### src/rtl/gpr_pkg.sv
`timescale 1ns/1ps
package gpr_pkg;
  typedef enum logic [1:0] {
    PSEL_X    = 2'd0,
    PSEL_Y    = 2'd1,
    PSEL_Z    = 2'd2,
    PSEL_NONE = 2'd3
  } psel_e;

  typedef enum logic [1:0] {
    POP_HOLD    = 2'd0,
    POP_POSTINC = 2'd1,
    POP_PREDEC  = 2'd2,
    POP_RSVD    = 2'd3
  } pop_e;
endpackage

### src/rtl/gpr_bank.sv
`timescale 1ns/1ps
module gpr_bank #(
  parameter int DATA_W   = 8,
  parameter int NUM_REGS = 32,
  parameter int NUM_PTRS = 3,
  localparam int IDX_W    = $clog2(NUM_REGS),
  localparam int PTR_W    = 2 * DATA_W,
  localparam int PTR_BASE = NUM_REGS - 2 * NUM_PTRS,
  localparam int PSEL_W   = $clog2(NUM_PTRS + 1)
) (
  input  logic                             clk,
  input  logic                             rst_n,
  input  logic                             wr_en,
  input  logic [IDX_W-1:0]                 wr_idx,
  input  logic [DATA_W-1:0]                wr_data,
  input  logic                             pupd_en,
  input  logic [PSEL_W-1:0]                pupd_pair,
  input  logic [PTR_W-1:0]                 pupd_val,
  input  logic [IDX_W-1:0]                 rd_a_idx,
  input  logic [IDX_W-1:0]                 rd_b_idx,
  output logic [DATA_W-1:0]                rd_a_data,
  output logic [DATA_W-1:0]                rd_b_data,
  output logic [NUM_PTRS-1:0][PTR_W-1:0]   ptr_words
);
  logic [NUM_REGS-1:0][DATA_W-1:0] regs_q;
  logic [NUM_REGS-1:0][DATA_W-1:0] regs_d;
  // per-register events, named for the assertions
  logic [NUM_REGS-1:0] wr_hit;
  logic [NUM_REGS-1:0] pt_hit;

  for (genvar gi = 0; gi < NUM_REGS; gi++) begin : g_reg
    logic [DATA_W-1:0] pt_byte;
    assign wr_hit[gi] = wr_en && (wr_idx == IDX_W'(gi));
    if (gi >= PTR_BASE) begin : g_ptr
      localparam int PAIR = (gi - PTR_BASE) / 2;
      localparam int HALF = (gi - PTR_BASE) % 2;
      assign pt_hit[gi] = pupd_en && (pupd_pair == PSEL_W'(PAIR));
      assign pt_byte    = pupd_val[HALF*DATA_W +: DATA_W];
    end else begin : g_plain
      assign pt_hit[gi] = 1'b0;
      assign pt_byte    = '0;
    end
    // the write port has priority over the pointer update
    assign regs_d[gi] = wr_hit[gi] ? wr_data :
                        pt_hit[gi] ? pt_byte : regs_q[gi];

    a_r9_write_wins: assert property (@(posedge clk) disable iff (!rst_n)
      wr_hit[gi] |=> regs_q[gi] == $past(wr_data));
    a_r10_untouched_stable: assert property (@(posedge clk) disable iff (!rst_n)
      (!wr_hit[gi] && !pt_hit[gi]) |=> $stable(regs_q[gi]));
  end

  always_ff @(posedge clk or negedge rst_n) begin
    if (!rst_n) regs_q <= '0;
    else        regs_q <= regs_d;
  end

  assign rd_a_data = regs_q[rd_a_idx];
  assign rd_b_data = regs_q[rd_b_idx];

  for (genvar gp = 0; gp < NUM_PTRS; gp++) begin : g_word
    assign ptr_words[gp] = {regs_q[PTR_BASE + 2*gp + 1], regs_q[PTR_BASE + 2*gp]};
  end

  a_r1_reset_clear: assert property (@(posedge clk)
    $rose(rst_n) |-> regs_q == '0);
endmodule

### src/rtl/gpr_ptr_unit.sv
`timescale 1ns/1ps
module gpr_ptr_unit
  import gpr_pkg::*;
#(
  parameter int DATA_W   = 8,
  parameter int DISP_W   = 6,
  parameter int NUM_PTRS = 3,
  localparam int PTR_W   = 2 * DATA_W,
  localparam int PSEL_W  = $clog2(NUM_PTRS + 1)
) (
  input  logic [NUM_PTRS-1:0][PTR_W-1:0] ptr_words,
  input  logic [PSEL_W-1:0]              sel,
  input  logic [1:0]                     op,
  input  logic                           disp_en,
  input  logic [DISP_W-1:0]              disp,
  output logic [PTR_W-1:0]               addr,
  output logic [PTR_W-1:0]               base,
  output logic                           ev_inc,
  output logic                           ev_dec,
  output logic                           ev_disp,
  output logic                           upd_en,
  output logic [PSEL_W-1:0]              upd_pair,
  output logic [PTR_W-1:0]               upd_val
);
  logic             valid;
  logic [PTR_W-1:0] stepped;

  function automatic logic [PTR_W-1:0] ptr_step(input logic [PTR_W-1:0] p,
                                                input logic down);
    return down ? p - PTR_W'(1) : p + PTR_W'(1);
  endfunction

  function automatic logic [PTR_W-1:0] ptr_offset(input logic [PTR_W-1:0] p,
                                                  input logic [DISP_W-1:0] d);
    return p + PTR_W'(d);
  endfunction

  assign valid = (sel < PSEL_W'(NUM_PTRS));

  always_comb begin
    base = '0;
    for (int k = 0; k < NUM_PTRS; k++)
      if (sel == PSEL_W'(k)) base = ptr_words[k];
  end

  assign ev_inc  = valid && (op == POP_POSTINC);
  assign ev_dec  = valid && (op == POP_PREDEC);
  assign ev_disp = valid && !ev_inc && !ev_dec && disp_en && (sel != PSEL_W'(PSEL_X));

  assign stepped = ptr_step(base, ev_dec);

  always_comb begin
    if (ev_dec)       addr = stepped;
    else if (ev_disp) addr = ptr_offset(base, disp);
    else              addr = base;
  end

  assign upd_en   = ev_inc || ev_dec;
  assign upd_pair = sel;
  assign upd_val  = stepped;
endmodule

### src/rtl/gpr_file.sv
`timescale 1ns/1ps
module gpr_file
  import gpr_pkg::*;
#(
  parameter int DATA_W   = 8,
  parameter int NUM_REGS = 32,
  parameter int DISP_W   = 6,
  localparam int NUM_PTRS = 3,
  localparam int IDX_W    = $clog2(NUM_REGS),
  localparam int PTR_W    = 2 * DATA_W,
  localparam int PSEL_W   = $clog2(NUM_PTRS + 1),
  localparam int PTR_BASE = NUM_REGS - 2 * NUM_PTRS
) (
  input  logic              clk,
  input  logic              rst_n,
  input  logic [IDX_W-1:0]  rd_a_idx,
  output logic [DATA_W-1:0] rd_a_data,
  input  logic [IDX_W-1:0]  rd_b_idx,
  output logic [DATA_W-1:0] rd_b_data,
  input  logic              wr_en,
  input  logic [IDX_W-1:0]  wr_idx,
  input  logic [DATA_W-1:0] wr_data,
  input  logic [PSEL_W-1:0] ptr_sel,
  input  logic [1:0]        ptr_op,
  input  logic              ptr_disp_en,
  input  logic [DISP_W-1:0] ptr_disp,
  output logic [PTR_W-1:0]  ptr_addr,
  output logic [PTR_W-1:0]  table_addr
);
  logic [NUM_PTRS-1:0][PTR_W-1:0] ptr_words;
  logic [PTR_W-1:0]               ptr_base;
  logic                           ev_inc, ev_dec, ev_disp;
  logic                           upd_en;
  logic [PSEL_W-1:0]              upd_pair;
  logic [PTR_W-1:0]               upd_val;
  logic                           wr_in_sel_pair;

  gpr_bank #(.DATA_W(DATA_W), .NUM_REGS(NUM_REGS), .NUM_PTRS(NUM_PTRS)) u_bank (
    .clk       (clk),
    .rst_n     (rst_n),
    .wr_en     (wr_en),
    .wr_idx    (wr_idx),
    .wr_data   (wr_data),
    .pupd_en   (upd_en),
    .pupd_pair (upd_pair),
    .pupd_val  (upd_val),
    .rd_a_idx  (rd_a_idx),
    .rd_b_idx  (rd_b_idx),
    .rd_a_data (rd_a_data),
    .rd_b_data (rd_b_data),
    .ptr_words (ptr_words)
  );

  gpr_ptr_unit #(.DATA_W(DATA_W), .DISP_W(DISP_W), .NUM_PTRS(NUM_PTRS)) u_ptr (
    .ptr_words (ptr_words),
    .sel       (ptr_sel),
    .op        (ptr_op),
    .disp_en   (ptr_disp_en),
    .disp      (ptr_disp),
    .addr      (ptr_addr),
    .base      (ptr_base),
    .ev_inc    (ev_inc),
    .ev_dec    (ev_dec),
    .ev_disp   (ev_disp),
    .upd_en    (upd_en),
    .upd_pair  (upd_pair),
    .upd_val   (upd_val)
  );

  // table reads always address through the last pointer
  assign table_addr = ptr_words[NUM_PTRS-1];

  // write that lands in either byte of the selected pair
  assign wr_in_sel_pair = wr_en && (wr_idx >= IDX_W'(PTR_BASE)) &&
                          ((wr_idx - IDX_W'(PTR_BASE)) >> 1) == IDX_W'(ptr_sel);

  a_r5_postinc_step: assert property (@(posedge clk) disable iff (!rst_n)
    (ev_inc && !wr_in_sel_pair) |=> ptr_words[$past(upd_pair)] == $past(ptr_addr) + PTR_W'(1));
  a_r6_predec_lands: assert property (@(posedge clk) disable iff (!rst_n)
    (ev_dec && !wr_in_sel_pair) |=> ptr_words[$past(upd_pair)] == $past(ptr_addr));
  a_r7_disp_keeps_ptr: assert property (@(posedge clk) disable iff (!rst_n)
    (ev_disp && !wr_en) |=> $stable(ptr_words));
  a_r11_table_is_z: assert property (@(posedge clk) disable iff (!rst_n)
    (ptr_sel == PSEL_W'(PSEL_Z) && ptr_op == POP_HOLD && !ptr_disp_en) |-> ptr_addr == table_addr);
  a_r4_none_quiet: assert property (@(posedge clk) disable iff (!rst_n)
    (ptr_sel == PSEL_W'(PSEL_NONE) && !wr_en) |=> $stable(ptr_words));
endmodule

### config.mk
export PLATFORM = sky130hd
export DESIGN_NAME = gpr_file
export DESIGN_NICKNAME = d
export VERILOG_FILES = /design/src/rtl/gpr_pkg.sv /design/src/rtl/gpr_bank.sv /design/src/rtl/gpr_ptr_unit.sv /design/src/rtl/gpr_file.sv
export SDC_FILE = /design/constraint.sdc
export NUM_CORES = 1
export LEC_CHECK = 0
export CAP_MARGIN = 40
export CORE_ASPECT_RATIO = 1.75
export CORE_UTILIZATION = 40
export CTS_CLUSTER_SIZE = 8
export DETAILED_ROUTE_END_ITERATION = 10
export PLACE_DENSITY = 0.65
export REMOVE_ABC_BUFFERS = 1
export SETUP_SLACK_MARGIN = 0.2
export SLEW_MARGIN = 40
export SYNTH_ARGS = -nofsm -noshare
export SYNTH_HDL_FRONTEND = slang
export SYNTH_SLANG_ARGS = --single-unit
### constraint.sdc
create_clock -name clk -period 4.8 [get_ports clk]
set_input_delay 0.96 -clock clk [delete_from_list [all_inputs] [get_ports clk]]
set_output_delay 0.96 -clock clk [all_outputs]
set_load 0.005 [all_outputs]
# Yosys cells after proc, flatten, opt, wreduce, memory -nomap -nowiden
# Index checks and enable logic that the tools add are counted.
# totals
out_inout_bits	48
inputBits	37
wordCells	148
reg_bits	256
# classes
magnitude_cmp	3
reduce_logical	53
n_mux	22
n_addsub	3
n_eq_ne	35
# ops
op	count
two-way mux 8 bit	14
two-way mux 16 bit	6
binary-select mux 8 bit (select 5 bit)	2
equality test 5 bit, second input constant	16
logical AND 1 bit	41
equality test 5 x 4 -> 1 bit, second input constant	8
equality test 5 x 3 -> 1 bit, second input constant	4
adder 16 x 1 -> 16 bit, second input constant	1
adder 16 x 6 -> 16 bit	1
subtractor 16 x 1 -> 16 bit, second input constant	1
nonzero test 2 bit	7
less-than comparator 5 x 6 -> 1 bit, second input constant	2
equality test 5 x 2 -> 1 bit, second input constant	2
equality test 5 x 1 -> 1 bit, second input constant	1
logical NOT 5 bit	1
equality test 2 x 1 -> 1 bit, second input constant	2
equality test 2 bit, second input constant	2
logical NOT 1 bit	2
logical NOT 2 bit	1
less-than comparator 2 bit, second input constant	1
logical OR 1 bit	1

# Logic depth before layout (Yosys ltp)
# depth
word_depth	9
depth_mapped	15
mapped_depth_nobuf	12

# By module
# A second synthesis with hierarchy kept.
# unflattened
hier_cells	1173
area_unflattened_um2	16627.2
# modules_own_cells
module	cells_per_inst	area_each_um2	n_inst
gpr_bank	916	14654.1	1
gpr_ptr_unit	257	1973.1	1

# Worst setup path after synthesis
# OpenSTA, ideal clock, no wires.
# synth_path
kind	input -> output
from	input ptr_sel[1]
to	output ptr_addr[12]
path_stages	15
setup_slack_ns	-0.037
arrival_ns	3.877
cell_sequence	buf_4 -> buf_6 -> buf_4 -> nand2_1 -> nand3b_1 -> inv_1 -> buf_2 -> ha_1 -> clkbuf_1 -> a21oi_1 -> o21ai_0 -> or3_1 -> o22ai_1 -> xor2_1 -> a211oi_1
# synth_via
elab_chain_len	9
# synth_rtl
element	line_no	source
start: declaration	gpr_file.sv:23	input logic [PSEL_W-1:0] ptr_sel,
branches (longest 8 deep; another with adder 16 x 6 -> 16 bit)	--	
two-way mux 16 bit (*)	gpr_ptr_unit.sv:53	if (ev_dec) addr = stepped;
end: declaration	gpr_file.sv:27	output logic [PTR_W-1:0] ptr_addr,
# Mark *: on every way between the ends.

# Worst setup path in the final report
# layout_path
from	input ptr_op[0]
to	output ptr_addr[3]
# layout_via
elab_chain_len	9
# layout_rtl
element	line_no	source
start: declaration	gpr_file.sv:24	input logic [1:0] ptr_op,
equality test 2 x 1 -> 1 bit	gpr_ptr_unit.sv:46	assign ev_inc = valid && (op == POP_POSTINC);
logical AND 1 bit	gpr_ptr_unit.sv:46	
logical NOT 1 bit	gpr_ptr_unit.sv:48	assign ev_disp = valid && !ev_inc && !ev_dec && disp_en && (sel != PSEL_W'(PSEL_X));
logical AND 1 bit (4 in a row)	gpr_ptr_unit.sv:48	
two-way mux 16 bit	gpr_ptr_unit.sv:54	else if (ev_disp) addr = ptr_offset(base, disp);
two-way mux 16 bit (*)	gpr_ptr_unit.sv:53	
# Every way passes the cells marked *; elsewhere a longest branch is shown, timed or not.

==> run metrics <==
TritonRoute pass-1 iters=5; Main synth FF type=dfrtp_1; DPL Wire Length=36.2 mm; skew final=0.0120 ns; critical path launch point type=input pin; residual DRC count=0; Crit Path Category=input pin to output pin; grt ovf=0; clk root buf=clkbuf_16; pre-CTS WS=-0.718 ns; Max H-tree Level=2; Highest Signal Layer=met4; max-cap viol count=0; RSZ-0062 raised after global routing=true; critical path cell sequence=clkdlybuf4s50_1, nand3b_1, inv_2, buf_12, buf_4, ha_4, nand3b_1, o22ai_4, nor2b_2, buf_4, xnor2_4, nand2_1, nand2_1, clkdlybuf4s50_1; Worst Hold Class=input pin to async pin; post-synth cell types=65; worst path required time=3.84 ns; global-route wire length before repair=77.9 mm; wl on met1=17.2 mm; ANT nets after route=0; routed vias/inst=6.20; PortBufs=84; hold buffers post-CTS=0; gp weighted congestion=0.961; Leakage=8.55 nW; CTS clk-pin slew, worst paths=0.05 ns; GRT Resource Usage Total=25.2%; largest cells by area after synthesis=dfrtp_1 (40%), mux4_2 (22%), mux2_2 (15%); gate count of the mapped netlist=1258; post-DR wirelength/cell=26.0 microns; area leader, netlist=dfrtp_1; die area=41400 sq um; routed vias=12100; CTS max path bufs=3; # IOs=85; Setup TNS=0 ns; die width=154 microns; # rows=97; DR WL met3=2.01 mm; Post-synth EDFFs=0; Worst EP arrival=3.63 ns; met2 WL=27.7 mm; layout cell share with drive strength beyond 1=49.1%; Nets=1516; core region area=39900 sq um; post-synth top area share=39.5%; Starting DRT DRC Count=805; largest net degree at the start of global routing=71; Clk Latency, worst-skew pair=0.51 ns; peak supply drop=0.268 mV; Netlist Area Pre-Place=16200 sq um; Crit. End Element=output pin; area grow syn2layout=25.4%; Synth async-reset ratio=100%; CTS tree=yes; post-synthesis sequential area ratio=39.5%; Crit-path slowest cell=clkdlybuf4s50_1; DP Area=18400 sq um; final number of hold-violating endpoints=0; vias in the first global route=12900; Avg Inst Size Synth=12.9 sq um; launch point of the worst path=ptr_op[0]; top post-synthesis cells by count=dfrtp_1 (256), mux2_2 (209), mux4_2 (160); Critical Path Fanout Max=15; status=complete, no violations; PD cells=444 nW/um^2; worst hold slack=0.340 ns; Pins Over Slew Limit=0; antenna cells=0; Total Wirelength=50.8 mm; clock sinks=256; Yosys reg bits=256; Final min period=4.59 ns; TritonCTS Buffers=37; most frequent cell after synthesis=dfrtp_1; Max Fclk=218 MHz; Slew @ Worst Pin=0.830 ns; fin worst setup slack=0.213 ns; fillers=3310; Initial Utilization=40.6%; initial antenna violation count=0; die height=268 microns; setup violators final=0; Max-slew headroom=44.4%; slowest stage delay, CP=0.50 ns; Core Util, Final=50.9%; Synth warnings=0; Worst R2R Start=u_bank.ptr_words[33]; fin area=20300 sq um; final worst-path cycle share=95.6%
-- placed cells by master (no fill, tap or decap), types with 9 or more instances in the layout --
cell               n
a22oi_1           19
mux2i_1           31
o21ai_0           51
xnor2_1           13
dfrtp_1          256
buf_4            165
buf_6             16
ha_4              15
buf_12            11
mux4_2           160
clkbuf_16         39
clkdlybuf4s50_1   57
a21oi_1           29
nand3_1           17
nand2_1           93
buf_2              9
nor2_1            48
mux2_2           209
inv_1             11
-- final timing paths --
kind	depth (start not counted)	slack, ns	to
worst min-delay path	1	0.34	u_bank.ptr_words[32]
min in group clk	2	0.51	u_bank.regs_q[163]
worst max register to register	13	1.71	u_bank.ptr_words[46]
max in group asynchronous	3	3.25	u_bank.regs_q[76]
worst max-delay path	14	0.21	ptr_addr[3]
worst min register to register	2	0.51	u_bank.regs_q[163]
-- per-stage QoR --
stage | instances | power (mW)
detailed placement | 1873 | 6.23
floorplan | 1143 | 4.73
global route | 1952 | 9.41
global placement | 1872 | 6.12
CTS | 1932 | 8.82
finish | 1952 | 9.02
-- layer usage --
layer	GRT usage, %	vias up
li1	-	5202
met1	26.1	6227
met2	47.6	478
met3	2.69	201
met4	16.9	0
met5	0	-
-- area by class of cell --
class	instances	area, sq um	share of cell area (%)
repair buffers	274	2440	12.0
well taps	495	619	3.05
inverters	15	56.3	0.277
clock buffers	39	976	4.80
multi-input cells	872	9810	48.3
flip-flops and latches	256	6410	31.5
clock inverters	1	8.76	0.0431
-- registers in the layout, summed over array words and instances, names as in the netlist --
name,cells
u_bank.ptr_words,48
u_bank.regs_q,208
-- where the power goes --
group          internal (mW)  switching (mW)  total [mW]
Clock                   1.42           0.916        2.33
Combinational           2.03            1.45        3.48
Sequential              2.68           0.529        3.21
-- kinds of logic after synthesis --
| group | synth area share (%) |
|---|---|
| xor gates and xnor gates | 1.30 |
| AOI/OAI and AO/OA | 7.28 |
| muxes | 39.1 |
| and+or+nand+nor | 7.09 |
| buffers and inverters | 3.84 |
| DFF | 39.5 |
| adders and majority gates | 1.87 |
-- timing repair --
item                                    4_1_cts  5_1_grt
pin swaps                                    20       35
setup buffers                                18       20
gates cloned                                  1        0
resized for setup                           104       65
endpoints found under the setup margin       15       12
-- worst max-delay path: cells and delay by family --
kind / cells / cell delay (ns)
adders and majority gates: 1 / 0.26
xor gates and xnor gates: 1 / 0.18
and+or+nand+nor: 5 / 0.51
buffers and inverters: 6 / 1.48
AOI/OAI and AO/OA: 1 / 0.22
Power figures use the tool's default switching activity.
